### src/rtl/dsp_seq_pkg.sv
package dsp_seq_pkg;

    localparam int FLAG_N   = 6;
    localparam int CODE_W   = 9;

    // what the decoded jump code asks of the sequencer
    typedef enum logic [2:0] {
        JK_NONE   = 3'd0,
        JK_INBANK = 3'd1,
        JK_SERIAL = 3'd2,
        JK_LONG   = 3'd3,
        JK_CALL   = 3'd4
    } jkind_e;

endpackage

### src/rtl/dsp_seq_cond.sv
module dsp_seq_cond
    import dsp_seq_pkg::*;
(
    input  logic [CODE_W-1:0] code,
    input  logic [FLAG_N-1:0] fl_a,
    input  logic [FLAG_N-1:0] fl_b,
    input  logic [3:0]        dp_nib,
    input  logic              si_ack,
    input  logic              so_ack,
    input  logic              rqm,
    output jkind_e            kind,
    output logic              hi_half
);
    localparam int PAD = 8 - FLAG_N;

    logic [5:0] off;
    logic [7:0] fa8, fb8;
    logic       sel, hit;

    assign off     = code[5:0];
    assign fa8     = {{PAD{1'b0}}, fl_a};
    assign fb8     = {{PAD{1'b0}}, fl_b};
    assign hi_half = code[0];

    always_comb begin
        kind = JK_NONE;
        hit  = 1'b0;
        sel  = 1'b0;
        if (code == '0) begin
            kind = JK_SERIAL;
        end else if (code[8:6] == 3'b010) begin
            if (off < 6'h30) begin
                // accumulator flag pairs: [5:3] flag, [2] acc, [1] wanted value
                if (!off[0]) begin
                    sel = off[2] ? fb8[off[5:3]] : fa8[off[5:3]];
                    hit = (sel == off[1]);
                end
            end else if (off < 6'h34) begin
                case (off[1:0])
                    2'd0:    hit = (dp_nib == 4'h0);
                    2'd1:    hit = (dp_nib != 4'h0);
                    2'd2:    hit = (dp_nib == 4'hF);
                    default: hit = (dp_nib != 4'hF);
                endcase
            end else if (!off[0]) begin
                case (off[3:2])
                    2'b01:   sel = si_ack;
                    2'b10:   sel = so_ack;
                    2'b11:   sel = rqm;
                    default: sel = 1'b0;
                endcase
                hit = (sel == off[1]);
            end
            if (hit) kind = JK_INBANK;
        end else if (code[8:1] == 8'h80) begin
            kind = JK_LONG;
        end else if (code[8:1] == 8'hA0) begin
            kind = JK_CALL;
        end
    end

endmodule

### src/rtl/dsp_seq_stack.sv
module dsp_seq_stack #(
    parameter int DEPTH = 16,
    parameter int DW    = 14,
    localparam int PW   = $clog2(DEPTH)
) (
    input  logic          clk,
    input  logic          rst_n,
    input  logic          push,
    input  logic [PW-1:0] wr_ptr,
    input  logic [DW-1:0] wr_data,
    input  logic [PW-1:0] rd_ptr,
    output logic [DW-1:0] rd_data
);
    logic [DW-1:0] slot_q [DEPTH];

    for (genvar i = 0; i < DEPTH; i++) begin : g_slot
        logic [DW-1:0] slot_d;
        always_comb begin
            slot_d = slot_q[i];
            if (push && (wr_ptr == PW'(i))) slot_d = wr_data;
        end
        always_ff @(posedge clk) begin
            if (!rst_n) slot_q[i] <= '0;
            else        slot_q[i] <= slot_d;
        end
    end

    assign rd_data = slot_q[rd_ptr];

endmodule

### src/rtl/dsp_pc_seq.sv
module dsp_pc_seq
    import dsp_seq_pkg::*;
#(
    parameter int BANK_W    = 2,
    parameter int NA_W      = 11,
    parameter int STK_DEPTH = 16,
    localparam int PC_W     = 1 + BANK_W + NA_W,
    localparam int LA_W     = PC_W - 1,
    localparam int SP_W     = $clog2(STK_DEPTH)
) (
    input  logic              clk,
    input  logic              rst_n,
    input  logic              step,
    input  logic              jmp,
    input  logic              ret,
    input  logic [CODE_W-1:0] br_code,
    input  logic [BANK_W-1:0] bank,
    input  logic [NA_W-1:0]   next_addr,
    input  logic [LA_W-1:0]   long_addr,
    input  logic [FLAG_N-1:0] flags_a,
    input  logic [FLAG_N-1:0] flags_b,
    input  logic [3:0]        dp_low,
    input  logic              si_ack,
    input  logic              so_ack,
    input  logic              rqm,
    input  logic [PC_W-1:0]   so_val,
    output logic [PC_W-1:0]   pc
);
    typedef struct packed {
        logic [PC_W-1:0] pc;
        logic [SP_W-1:0] sp;
    } seq_t;

    seq_t            st_d, st_q;
    logic [PC_W-1:0] pc_q, pc_inc, pop_val;
    logic [SP_W-1:0] sp_q, sp_dec;
    logic            push_d;
    jkind_e          jkind;
    logic            long_hi;

    assign pc_q   = st_q.pc;
    assign sp_q   = st_q.sp;
    assign pc_inc = pc_q + 1'b1;
    assign sp_dec = sp_q - 1'b1;

    dsp_seq_cond u_cond (
        .code    (br_code),
        .fl_a    (flags_a),
        .fl_b    (flags_b),
        .dp_nib  (dp_low),
        .si_ack  (si_ack),
        .so_ack  (so_ack),
        .rqm     (rqm),
        .kind    (jkind),
        .hi_half (long_hi)
    );

    dsp_seq_stack #(.DEPTH(STK_DEPTH), .DW(PC_W)) u_stack (
        .clk     (clk),
        .rst_n   (rst_n),
        .push    (push_d),
        .wr_ptr  (sp_q),
        .wr_data (pc_inc),
        .rd_ptr  (sp_dec),
        .rd_data (pop_val)
    );

    always_comb begin
        st_d   = st_q;
        push_d = 1'b0;
        if (step) begin
            st_d.pc = pc_inc;
            if (ret) begin
                // a return outranks any jump decoded in the same step
                st_d.sp = sp_dec;
                st_d.pc = pop_val;
            end else if (jmp) begin
                case (jkind)
                    JK_SERIAL: st_d.pc = so_val;
                    JK_INBANK: st_d.pc = {pc_inc[PC_W-1], bank, next_addr};
                    JK_LONG:   st_d.pc = {long_hi, long_addr};
                    JK_CALL: begin
                        st_d.pc = {long_hi, long_addr};
                        st_d.sp = sp_q + 1'b1;
                        push_d  = 1'b1;
                    end
                    default:   st_d.pc = pc_inc;
                endcase
            end
        end
    end

    always_ff @(posedge clk) begin
        if (!rst_n) st_q <= '0;
        else        st_q <= st_d;
    end

    assign pc = pc_q;

endmodule

### config.mk
export PLATFORM = sky130hd
export DESIGN_NAME = dsp_pc_seq
export DESIGN_NICKNAME = d
export VERILOG_FILES = /design/src/rtl/dsp_seq_pkg.sv /design/src/rtl/dsp_seq_cond.sv /design/src/rtl/dsp_seq_stack.sv /design/src/rtl/dsp_pc_seq.sv
export SDC_FILE = /design/constraint.sdc
export NUM_CORES = 1
export LEC_CHECK = 0
export BUFFER_PORTS_ARGS = -buffer_cell sky130_fd_sc_hd__buf_4
export CAP_MARGIN = 5
export CORE_MARGIN = 3
export CORE_UTILIZATION = 60
export DETAILED_ROUTE_END_ITERATION = 10
export PLACE_DENSITY = 0.8
export SLEW_MARGIN = 20
export SYNTH_ARGS = -nofsm -noshare
export SYNTH_HDL_FRONTEND = slang
export SYNTH_SLANG_ARGS = --single-unit
### constraint.sdc
create_clock -name clk -period 4.7 [get_ports clk]
set_input_delay 0.94 -clock clk [delete_from_list [all_inputs] [get_ports clk]]
set_output_delay 0.94 -clock clk [all_outputs]
set_load 0.02 [all_outputs]
==> summary.md, run 1 <==
| Metric | Value |
|---|---|
| Vias in the first global route | 7350 |
| Final WL | 29.5 mm |
| RSZ-0062 raised after global routing | no |
| Hpwl dp | about 19 mm |
| R2r setup slk | 1.45 ns |
| Relative slew slack | 0.228 |
| HP Class | reg2reg |
| Total power | just over 5 mW |
| Via count | 7916 |
| Part of the power in combinational logic | 0.141 |
| Reg power frac | 0.482 |
| IO Count | 87 |
| FP Rows | 50 |
| Worst r2r dst | pc[1] |
| Nets | 1047 |
| Crit path kind | reg2reg |
| Num CTS Buffers | 25 |
| Main synth FF type | edfxtp_1 |
| Arrival @ worst endpoint | roughly 3.7 ns |
| Overall fraction of global-route tracks in use | 0.282 |
| Reg clk slew, reported paths | 0.06 ns |
| EDFF count, synth | 224 |
| Most common cell after layout, fill and taps aside | nor2_1 |
| Final ANT Viol Nets | 0 |
| Cell count after synthesis | 889 |
| Fin crit share | 0.692 |
| Global-route wire length before repair | 43.3 mm |
| Final setup skew | 0.0167 ns |
| GPL Wtd Cong | 0.911 |
| Int Power | 3.86 mW |
| Worst-Skew Late Latency | 0.52 ns |
| Post-synth top area cell | edfxtp_1 |
| PnR worst setup slack | 1.45 ns |
| CP max FO | 38 |
| CTS sink count | 242 |
| Area Growth Syn to Fin | 15.3% |
| Yosys cell types | 56 |
| Worst Setup SP | sp_q[0] |
| Post CTS Setup Buffer Count | 0 |
| PostCTS Resize Cnt | 0 |
| Grt total ovfl | 0 |
| CTS Hold Buffers Added | 0 |
| Die W | 145 um |
| Final hold violations | 0 |
| CTS tree | done |
| Die ar. | 21000 um^2 |
| Post-synth top area share | 0.581 |
| Max Root-Sink Buffers | 3 |
| Worst Setup EP | pc[1] |
| Initial antenna violation count | 1 |
| Psw | approximately 1.3 mW |
| Most frequent cells in the layout | nor2_1, edfxtp_1, buf_4 |
| Max cap viols | 0 |
| Final setup TNS | 0 ns |
| CP Data Required Time | 5.10 ns |
| Core area | 18800 um^2 |
| Final number of setup-violating endpoints | 0 |
| Drt first pass iters | 5 |
| Root Buffer | clkbuf_16 |
| Max-slew violations | 0 |
| Synth async-reset ratio | 0 |
| Worst vdd ir | 0.351 mV |
| Worst path cell trace | inv_1, ha_2, buf_12, mux4_2, mux4_2, o21ai_0, a31o_1, a22oi_1 |
| Routed vias/inst | 6.36 |
| Mapped Area | 11600 um^2 |
| Hold slack | 0.520 ns |
| Critical Path End Type | flop |
| Syn_nets | 968 |
| Reg-to-Reg Start | sp_q[0] |
| Max Fclk | 0.307 GHz |
| Final Core Density | 0.708 |
| CTS H-tree lvls | 1 |
| Fraction of layout cells with a size suffix above 1 | 0.243 |
| Minimum clock period | approximately 3.3 ns |
| ANT cells | 0 |
| Clock power share | 0.377 |
| Outcome | complete, no violations |
| IO buf count | 86 |
| Pwr/cell area | 385 nW/um^2 |
| Worst reg-to-reg path cell count | 8 |
| Dpl ws | 1.18 ns |
| Leakage | 4.66 nW |
| FF+latch count, synth | around 240 |
| Post-synthesis area per instance | 13.0 um^2 |
| Sequential share of the synthesized area | 0.613 |
| Syn. warnings | 0 |
| Worst-Margin Slew | approximately 1.2 ns |
| # DRC | 0 |
| CP max-delay cell | ha_2 |
| Initial DRC Count | 820 |
| Synth area leaders | edfxtp_1, mux4_2, nor2_1 |
| Max incr delay on CP | 0.74 ns |
| Startpoint Class | flop |
| DIE HEIGHT | around 140 um |
| Avg WL per Cell | around 24 um |
| Largest net degree at the start of global routing | 45 |
| Initial core utilization | 0.614 |
| Cell mode on critical path | mux4_2 |
| Net Sw Frac | 0.247 |
-- critical path, delay by kind of cell, from the launching register on --
family | cells | cell delay (ns)
flip-flops | 1 | 0.55
AO/OA/AOI/OAI | 3 | 0.38
multiplexers | 2 | 0.91
buffers and inverters | 2 | 0.49
adder cells (fa/ha/maj) | 1 | 0.74
-- flip-flops by register name, summed over array words and instances (netlist names) --
register	count
sp_q	4
u_stack.slot_q	224
pc	14
-- how the worst min path moves through the flow --
| stage | startpoint | to | cells past startpoint |
|---|---|---|---|
| finish | pc[13] | pc[13] | 2 |
| global route | pc[13] | pc[13] | 2 |
| CTS | pc[13] | pc[13] | 2 |
| detailed placement | pc[13] | pc[13] | 2 |
| global placement | pc[13] | pc[13] | 2 |
| floorplan | sp_q[1] | sp_q[1] | 2 |
-- area by class of cell --
class                   count  area (um^2)
clock buffers              27          633
clock inverters            17          158
fillers                  1254         5500
inverters                  13         48.8
multi-input cells         566         4170
flip-flops and latches    242         7090
well taps                 260          325
repair buffers            120          913
-- power groups by stage --
stage / clock [mW] / combinational (mW) / sequential (mW)
floorplan: 0 / 0.435 / 2.51
global placement: 0 / 0.704 / 2.51
detailed placement: 0 / 0.713 / 2.51
CTS: 1.95 / 0.719 / 2.47
global route: 2.04 / 0.763 / 2.48
finish: 1.93 / 0.726 / 2.47
-- synth_stat cells (all sizes together) (3+ instances only) --
cell type and number:
a211oi 14, a21oi 4, a221oi 4, a22oi 13, a31o 9, and2 8, and3 5, and4 3
buf 17, clkbuf 51, clkinv 3, dfxtp 18, edfxtp 224, ha 6, inv 10, mux2i 11
mux4 68, nand2 57, nand2b 3, nand3 15, nand4 3, nor2 254, nor3 7, nor4b 7
o21ai 28, o221ai 3, xnor2 12, xor2 7
-- cells by family after synthesis --
kind of cell,share of synthesized area
simple gates,0.133
buf+inv,0.0295
xor+xnor,0.0150
mux,0.142
flops,0.613
fa+ha+maj,0.00649
compound gates,0.0611
-- stage by stage --
stage,std cells,area (um^2)
final,1245,13300
after global routing,1245,13300
after CTS,1245,13300
after detailed placement,1201,12500
after global placement,1201,12500
after floorplan,889,11600
-- layer usage --
metal	vias to the layer above	share of wire	global-route usage
met5	-	0.00044	0
met4	2	0.045	0.115
met3	81	0.12	0.0795
met2	501	0.47	0.450
met1	3868	0.36	0.370
li1	3464	-	-
Note: power is estimated with default switching activity, not from simulation.
==> inputs of run 2 (changes only) <==
Settings changed: CORE_UTILIZATION 60 to 55, PLACE_DENSITY 0.8 to 0.77.
Clock period 4.7 ns to 2.9 ns, I/O delays scaled along.
==> run 2 against run 1 <==
Net effect: clock skew increased by 0.0037 ns; wire length increased by 5.3%; count of clock-buffer cells in the layout increased by 5; combinational power increased by 71%; register-to-register slack got worse by 1.1 ns; critical path type unchanged.
==> summary.md, run 2 (synthesis gave the netlist of run 1 again) <==
| Metric | Value |
|---|---|
| IO Count | 87 (unchanged) |
| Area Growth Syn to Fin | 18.3% |
| DIE HEIGHT | 151 um (+4.3%) |
| CTS H-tree lvls | 1 (unchanged) |
| Post CTS Setup Buffer Count | 0 (unchanged) |
| Arrival @ worst endpoint | 2.99 ns (-0.66 ns) |
| R2r setup slk | 0.31 ns (-1.14 ns) |
| Part of the power in combinational logic | 0.143 (+0.002) |
| Worst reg-to-reg path cell count | 8 (unchanged) |
| Worst-Margin Slew | 0.782 ns (-0.373 ns) |
| Hpwl dp | 19.9 mm (+2.9%) |
| Critical Path End Type | flop |
| Final setup skew | 0.0205 ns (+0.00373 ns) |
| Reg power frac | 0.460 (-0.022) |
| FP Rows | 52 (+4.0%) |
| RSZ-0062 raised after global routing | no |
| Initial antenna violation count | 1 (unchanged) |
| Max-slew violations | 0 (unchanged) |
| PostCTS Resize Cnt | 0 (unchanged) |
| Min-delay src | next_addr[9] |
| Worst Setup SP | sp_q[1] |
| Pwr/cell area | 635 nW/um^2 (+65%) |
| Grt total ovfl | 0 (unchanged) |
| Global-route wire length before repair | 47.0 mm (+8.5%) |
| HP Class | in2reg |
| Worst-Skew Late Latency | 0.54 ns (+0.02 ns) |
| Design area | 13700 um^2 (+2.6%) |
| Final setup TNS | 0 ns (unchanged) |
| Vias in the first global route | 7840 (+6.7%) |
| Most frequent cells in the layout | nor2_1, edfxtp_1, buf_4 |
| Initial DRC Count | 1054 (+29%) |
| Max cap viols | 0 (unchanged) |
| Crit path kind | reg2reg |
| Leakage | 4.83 nW (+3.7%) |
| Core area | 20400 um^2 (+8.5%) |
| Minimum clock period | 2.59 ns (-0.664 ns) |
| Most common cell after layout, fill and taps aside | nor2_1 |
| Largest net degree at the start of global routing | 42 (-6.7%) |
| Final WL | 31.0 mm (+5.3%) |
| Net Sw Frac | 0.245 (-0.00195) |
| CTS tree | done |
| Fill count | 1419 (+13%) |
| Initial core utilization | 0.566 (-0.0481) |
| Nets | 1067 (+1.9%) |
| Num CTS Buffers | 26 (+4.0%) |
| CP Data Required Time | 3.30 ns (-1.80 ns) |
| Drt first pass iters | 8 (+3) |
| PnR worst setup slack | 0.310 ns (-1.14 ns) |
| Reg clk slew, reported paths | 0.06 ns (about the same) |
| Avg WL per Cell | 24.3 um (+2.6%) |
| Die W | 151 um (+4.3%) |
| Top reg by flops | u_stack.slot_q |
| Int Power | 6.55 mW (+70%) |
| Fraction of layout cells with a size suffix above 1 | 0.261 (+0.0183) |
| Final number of setup-violating endpoints | 0 (unchanged) |
| GPL Wtd Cong | 0.888 (-2.5%) |
| Final ANT Viol Nets | 0 (unchanged) |
| Max Root-Sink Buffers | 3 (unchanged) |
| IO buf count | 86 (unchanged) |
| Reg-to-Reg Start | sp_q[1] |
| CP max FO | 28 (-26%) |
| Routed vias/inst | 6.30 (-0.87%) |
| Fin crit share | 0.893 (+0.201) |
| Die ar. | 22800 um^2 (+8.7%) |
| CTS Hold Buffers Added | 0 (unchanged) |
| Overall fraction of global-route tracks in use | 0.275 (-0.00666) |
| Final hold violations | 0 (unchanged) |
| Worst r2r dst | pc[1] |
| Via count | 8055 (+1.8%) |
| CTS sink count | 242 (unchanged) |
| ANT cells | 0 (unchanged) |
| Max FFs per register | 224 (unchanged) |
| Max Fclk | 0.386 GHz (+26%) |
| Placed Area | 12800 um^2 (+2.1%) |
| Dpl ws | 0.234 ns (-0.949 ns) |
| Startpoint Class | flop |
| Outcome | complete, no violations |
| Worst Setup EP | pc[1] |
| Psw | 2.13 mW (+68%) |
| Relative slew slack | 0.476 (+0.249) |
| Worst vdd ir | 0.462 mV (+31%) |
| Root Buffer | clkbuf_16 |
| # DRC | 0 (unchanged) |
| Clock power share | 0.397 (+0.020) |
| Final Core Density | 0.670 (-0.0383) |
==> run 2: worst min path at each step <==
stage | cells after the start | end | slack, ns
3_5_place_dp | 2 | pc[13] | 0.52
5_1_grt | 3 | pc[9] | 0.37
2_1_floorplan | 2 | sp_q[1] | 0.55
6_report | 3 | pc[9] | 0.34
4_1_cts | 3 | pc[9] | 0.34
3_3_place_gp | 2 | pc[13] | 0.50
==> run 2: cell type report <==
class,instances,area (um^2),share of cell area
Clock inverter,16,213,0.0155
Inverter,13,48.8,0.00357
Tap cell,270,338,0.0247
Clock buffer,32,673,0.0492
Sequential cell,242,7090,0.518
Timing Repair Buffer,139,1160,0.0845
Multi-Input combinational cell,566,4160,0.304
==> run 2: through the flow <==
step	instances	power [mW]	hold WS, ns
after global placement	1230	5.26	0.503
final	1278	8.68	0.341
after global routing	1278	8.91	0.368
after CTS	1278	8.67	0.342
after detailed placement	1230	5.28	0.522
after floorplan	889	4.77	0.551
==> run 2: power by group through the flow <==
| stage | Sequential (mW) | Clock, mW | Combinational (mW) |
|---|---|---|---|
| after CTS | 3.99 | 3.45 | 1.22 |
| after global placement | 4.06 | 0 | 1.20 |
| final | 4.00 | 3.45 | 1.24 |
| after detailed placement | 4.07 | 0 | 1.21 |
| after global routing | 4.01 | 3.61 | 1.30 |
| after floorplan | 4.06 | 0 | 0.707 |
==> run 2: routing by layer <==
| metal | track usage | vias up | wire, um |
|---|---|---|---|
| li1 | - | 3492 | - |
| met1 | 0.394 | 3928 | 11600 |
| met2 | 0.442 | 532 | 14700 |
| met5 | 0 | - | 13 |
| met4 | 0.0725 | 2 | 1040 |
| met3 | 0.0494 | 101 | 3670 |
==> run 2: critical path: stages, from the launching register on <==
cell and delay [ns]:
dfxtp_1 0.40, inv_1 0.14, ha_2 0.43, buf_12 0.23, mux4_2 0.36, mux4_2 0.50, o21ai_0 0.17, a31o_1 0.15
a22oi_1 0.07
==> inputs of run 3 (changes only) <==
Settings changed: SYNTH_HIERARCHICAL set to 1.
==> run 3 against run 2 <==
Net effect: the run now ends with setup timing left; critical path type is now in2reg; power is 5.1% lower; global-route usage decreased by 1.4 points; largest cell class unchanged; cell count is 6.4% higher; critical endpoint is now u_stack/slot_q[6][13]; non-clock buffer count is 45 higher.
==> summary.md, run 3 <==
| Metric | Value |
|---|---|
| Outcome | complete, but fails checks |
| Failing checks | setup timing |
| Synth Area in XOR/XNOR | 0.0122 (-0.00282) |
| Met2 routed WL | 16.1 mm (+9.3%) |
| Max-slew violations | 0 (unchanged) |
| CTS tree | done |
| Drt first pass iters | 5 (-3) |
| Worst reg-to-reg path cell count | 9 (+1) |
| Top reg by flops | u_stack/slot_q |
| Num CTS Buffers | 25 (-3.8%) |
| Synth async-reset ratio | 0 (unchanged) |
| IO buf count | 86 (unchanged) |
| Reg clk slew, reported paths | 0.06 ns (about the same) |
| Hpwl dp | 20.8 mm (+4.6%) |
| Final number of setup-violating endpoints | 197 (+197) |
| CP max FO | 7 (-75%) |
| Largest family of logic cells by synthesized area | simple AND/OR/NAND/NOR gates |
| Final WL | 32.1 mm (+3.5%) |
| Root Buffer | clkbuf_16 |
| Leakage | 5.73 nW (+19%) |
| Hold EP | pc[5] |
| Max Root-Sink Buffers | 3 (unchanged) |
| IO Count | 87 (unchanged) |
| Initial antenna violation count | 0 (-1) |
| Max cap viols | 0 (unchanged) |
| Routed vias/inst | 6.11 (-3.1%) |
| Hold depth | 4 (+1) |
| Final cell count without fillers | 1360 (+6.4%) |
| RSZ-0062 raised after global routing | yes |
| HP Class | in2reg |
| Fraction of layout cells with a size suffix above 1 | 0.352 (+0.0912) |
| Nets | 1142 (+7.0%) |
| Largest net degree at the start of global routing | 31 (-26%) |
| CP bufs+invs | 4 (+2) |
| Vias in the first global route | 8347 (+6.5%) |
| Final ANT Viol Nets | 0 (unchanged) |
| Final Core Density | 0.712 (+0.0422) |
| Hold slack | 0.467 ns (+0.127 ns) |
| Synth Area in Compound Gates | 0.0753 (+0.0142) |
| Core area | 21400 um^2 (+4.8%) |
| Grt total ovfl | 0 (unchanged) |
| Global-route wire length before repair | 47.7 mm (+1.5%) |
| Fin crit share | 1.03 (+0.136) |
| Most common cell in the netlist | and2_1 |
| Post-synth top area share | 0.552 (-0.0297) |
| Reg-to-Reg Start | sp_q[0] |
| Area Growth Syn to Fin | 25.1% |
| Worst r2r dst | pc[13] |
| Most frequent cells in the layout | edfxtp_1, and2_1, buf_4 |
| Overall fraction of global-route tracks in use | 0.262 (-0.0136) |
| Initial DRC Count | 895 (-15%) |
| Post-synth top cells | and2_1, edfxtp_1, mux4_2, clkbuf_1, nand2_1 |
| FP Rows | 53 (+1.9%) |
| Final setup TNS | -3.72 ns (-3.72 ns) |
| Cell count after synthesis | 923 (+3.8%) |
| Top delay family on crit path | multiplexers |
| Top layer in use | met4 |
| Most common cell after layout, fill and taps aside | edfxtp_1 |
| Min-delay src | long_addr[5] |
| CTS sink count | 242 (unchanged) |
| EDFF count, synth | 224 (unchanged) |
| Main synth FF type | edfxtp_1 |
| Arrival @ worst endpoint | 3.22 ns (+0.23 ns) |
| Placed Area | 14000 um^2 (+9.6%) |
| DIE HEIGHT | 155 um (+2.6%) |
| CP max-delay cell | mux4_2 |
| Syn. warnings | 6 (+6) |
| Multiplexer share of the synthesized area | 0.124 (-0.0177) |
| Post-Route M1 WL | 12.4 mm (+6.6%) |
| Max incr delay on CP | 0.50 ns (about the same) |
| ANT cells | 0 (unchanged) |
| Crit path kind | in2reg |
| Max FFs per register | 224 (unchanged) |
| Yosys cell types | 59 (+5.4%) |
| CP Data Required Time | 3.13 ns (-0.17 ns) |
| R2r setup slk | 0.11 ns (-0.20 ns) |
| Die ar. | 24000 um^2 (+5.2%) |
| Pwr/cell area | 540 nW/um^2 (-15%) |
| Worst-Skew Late Latency | 0.53 ns (about the same) |
| Final hold violations | 0 (unchanged) |
| Post-synthesis area per instance | 13.2 um^2 (+1.5%) |
| Startpoint Class | primary input |
| Worst-Margin Slew | 1.04 ns (+0.259 ns) |
| Initial core utilization | 0.569 (+0.00293) |
| Mapped Area | 12200 um^2 (+5.4%) |
| Die W | 155 um (+2.6%) |
| # DRC | 0 (unchanged) |
| Sequential share of the synthesized area | 0.581 (-0.0313) |
| Worst vdd ir | 0.530 mV (+15%) |
| Via count | 8310 (+3.2%) |
| Synth Area in Simple Gates | 0.173 (+0.0396) |
| Worst path cell trace | buf_8, mux4_2, mux2i_1, mux2i_1, a211oi_2, a21oi_2, nor3b_4, and2_4, and2_4, buf_6, nand3b_1, buf_6, o21ai_4, clkbuf_16 |
| Design area | 15200 um^2 (+11%) |
| PnR worst setup slack | -0.0842 ns (-0.394 ns) |
| FF+latch count, synth | 242 (unchanged) |
| Post-synth top area cell | edfxtp_1 |
| CTS H-tree lvls | 1 (unchanged) |
| Synth Area in Adders | 0.00308 (-0.00341) |
| Synth area leaders | edfxtp_1, and2_1, mux4_2 |
| Met3 WL | 2.49 mm (-32%) |
| Avg WL per Cell | 23.6 um (-2.7%) |
| Relative slew slack | 0.303 (-0.173) |
| GPL Wtd Cong | 0.924 (+4.1%) |
| Final setup skew | 0.0160 ns (-0.00446 ns) |
| Fill count | 1425 (+0.42%) |
| Placed Cells | 1300 (+5.7%) |
| Syn_nets | 999 (+3.2%) |
| Max Fclk | 0.335 GHz (-13%) |
| Critical Path End Type | flop |
| Minimum clock period | 2.98 ns (+0.394 ns) |
==> run 3: worst max-delay path by stage <==
stage                     from  cells after the start                     to
floorplan           br_code[3]                     12   u_stack/slot_q[0][0]
global placement    br_code[3]                     12  u_stack/slot_q[0][12]
detailed placement  br_code[3]                     12  u_stack/slot_q[0][11]
CTS                    sp_q[0]                     10                  pc[7]
global route        br_code[3]                     14   u_stack/slot_q[6][1]
finish              br_code[3]                     14  u_stack/slot_q[6][13]
==> run 3: power breakdown <==
| part | switching [mW] | internal (mW) |
|---|---|---|
| clock | 1.29 | 1.67 |
| combinational | 0.751 | 0.531 |
| sequential | 0.0665 | 3.93 |
| total | 2.11 | 6.13 |
==> run 3: final cells by class <==
class / count / area [um^2] / area share
Sequential cell: 242 / 7090 / 0.465
Inverter: 14 / 53.8 / 0.00353
Multi-Input combinational cell: 599 / 5110 / 0.335
Timing Repair Buffer: 184 / 1900 / 0.124
Clock inverter: 18 / 118 / 0.00771
Clock buffer: 28 / 637 / 0.0418
Tap cell: 275 / 344 / 0.0226
==> run 3: tightest hold or removal path, delay by kind of cell <==
family / cells / cell delay, ns
buf+inv: 1 / 0.08
simple gates: 1 / 0.04
compound gates: 2 / 0.25
==> run 3: routing by layer <==
layer	vias up	global-route usage
li1	3731	-
met1	4190	0.357
met2	318	0.420
met3	71	0.0590
met4	0	0.0913
met5	-	0
==> run 3: what timing repair did <==
| item | 4_1_cts | 5_1_grt |
|---|---|---|
| resized for setup | 3 | 86 |
| cloned | 0 | 6 |
| pin swaps | 0 | 11 |
| buffers inserted | 0 | 8 |
| setup endpoints to repair | 53 | 458 |
| hold endpoints to repair | 0 | 0 |
| hold buffers | 0 | 0 |
==> run 3: kinds of logic after synthesis <==
family | count (synthesis)
adder cells (fa/ha/maj) | 3
multiplexers | 76
AND/OR/NAND/NOR | 366
flip-flops | 242
XOR/XNOR | 17
buffers and inverters | 82
AO/OA/AOI/OAI | 137
==> run 3: through the flow <==
step                      worst slack, ns  power (mW)
after floorplan                    -0.689        4.75
after global placement             -0.496        5.27
after detailed placement           -0.570        5.29
after CTS                          0.0113        8.22
after global routing               -0.180        8.52
final                             -0.0842        8.24
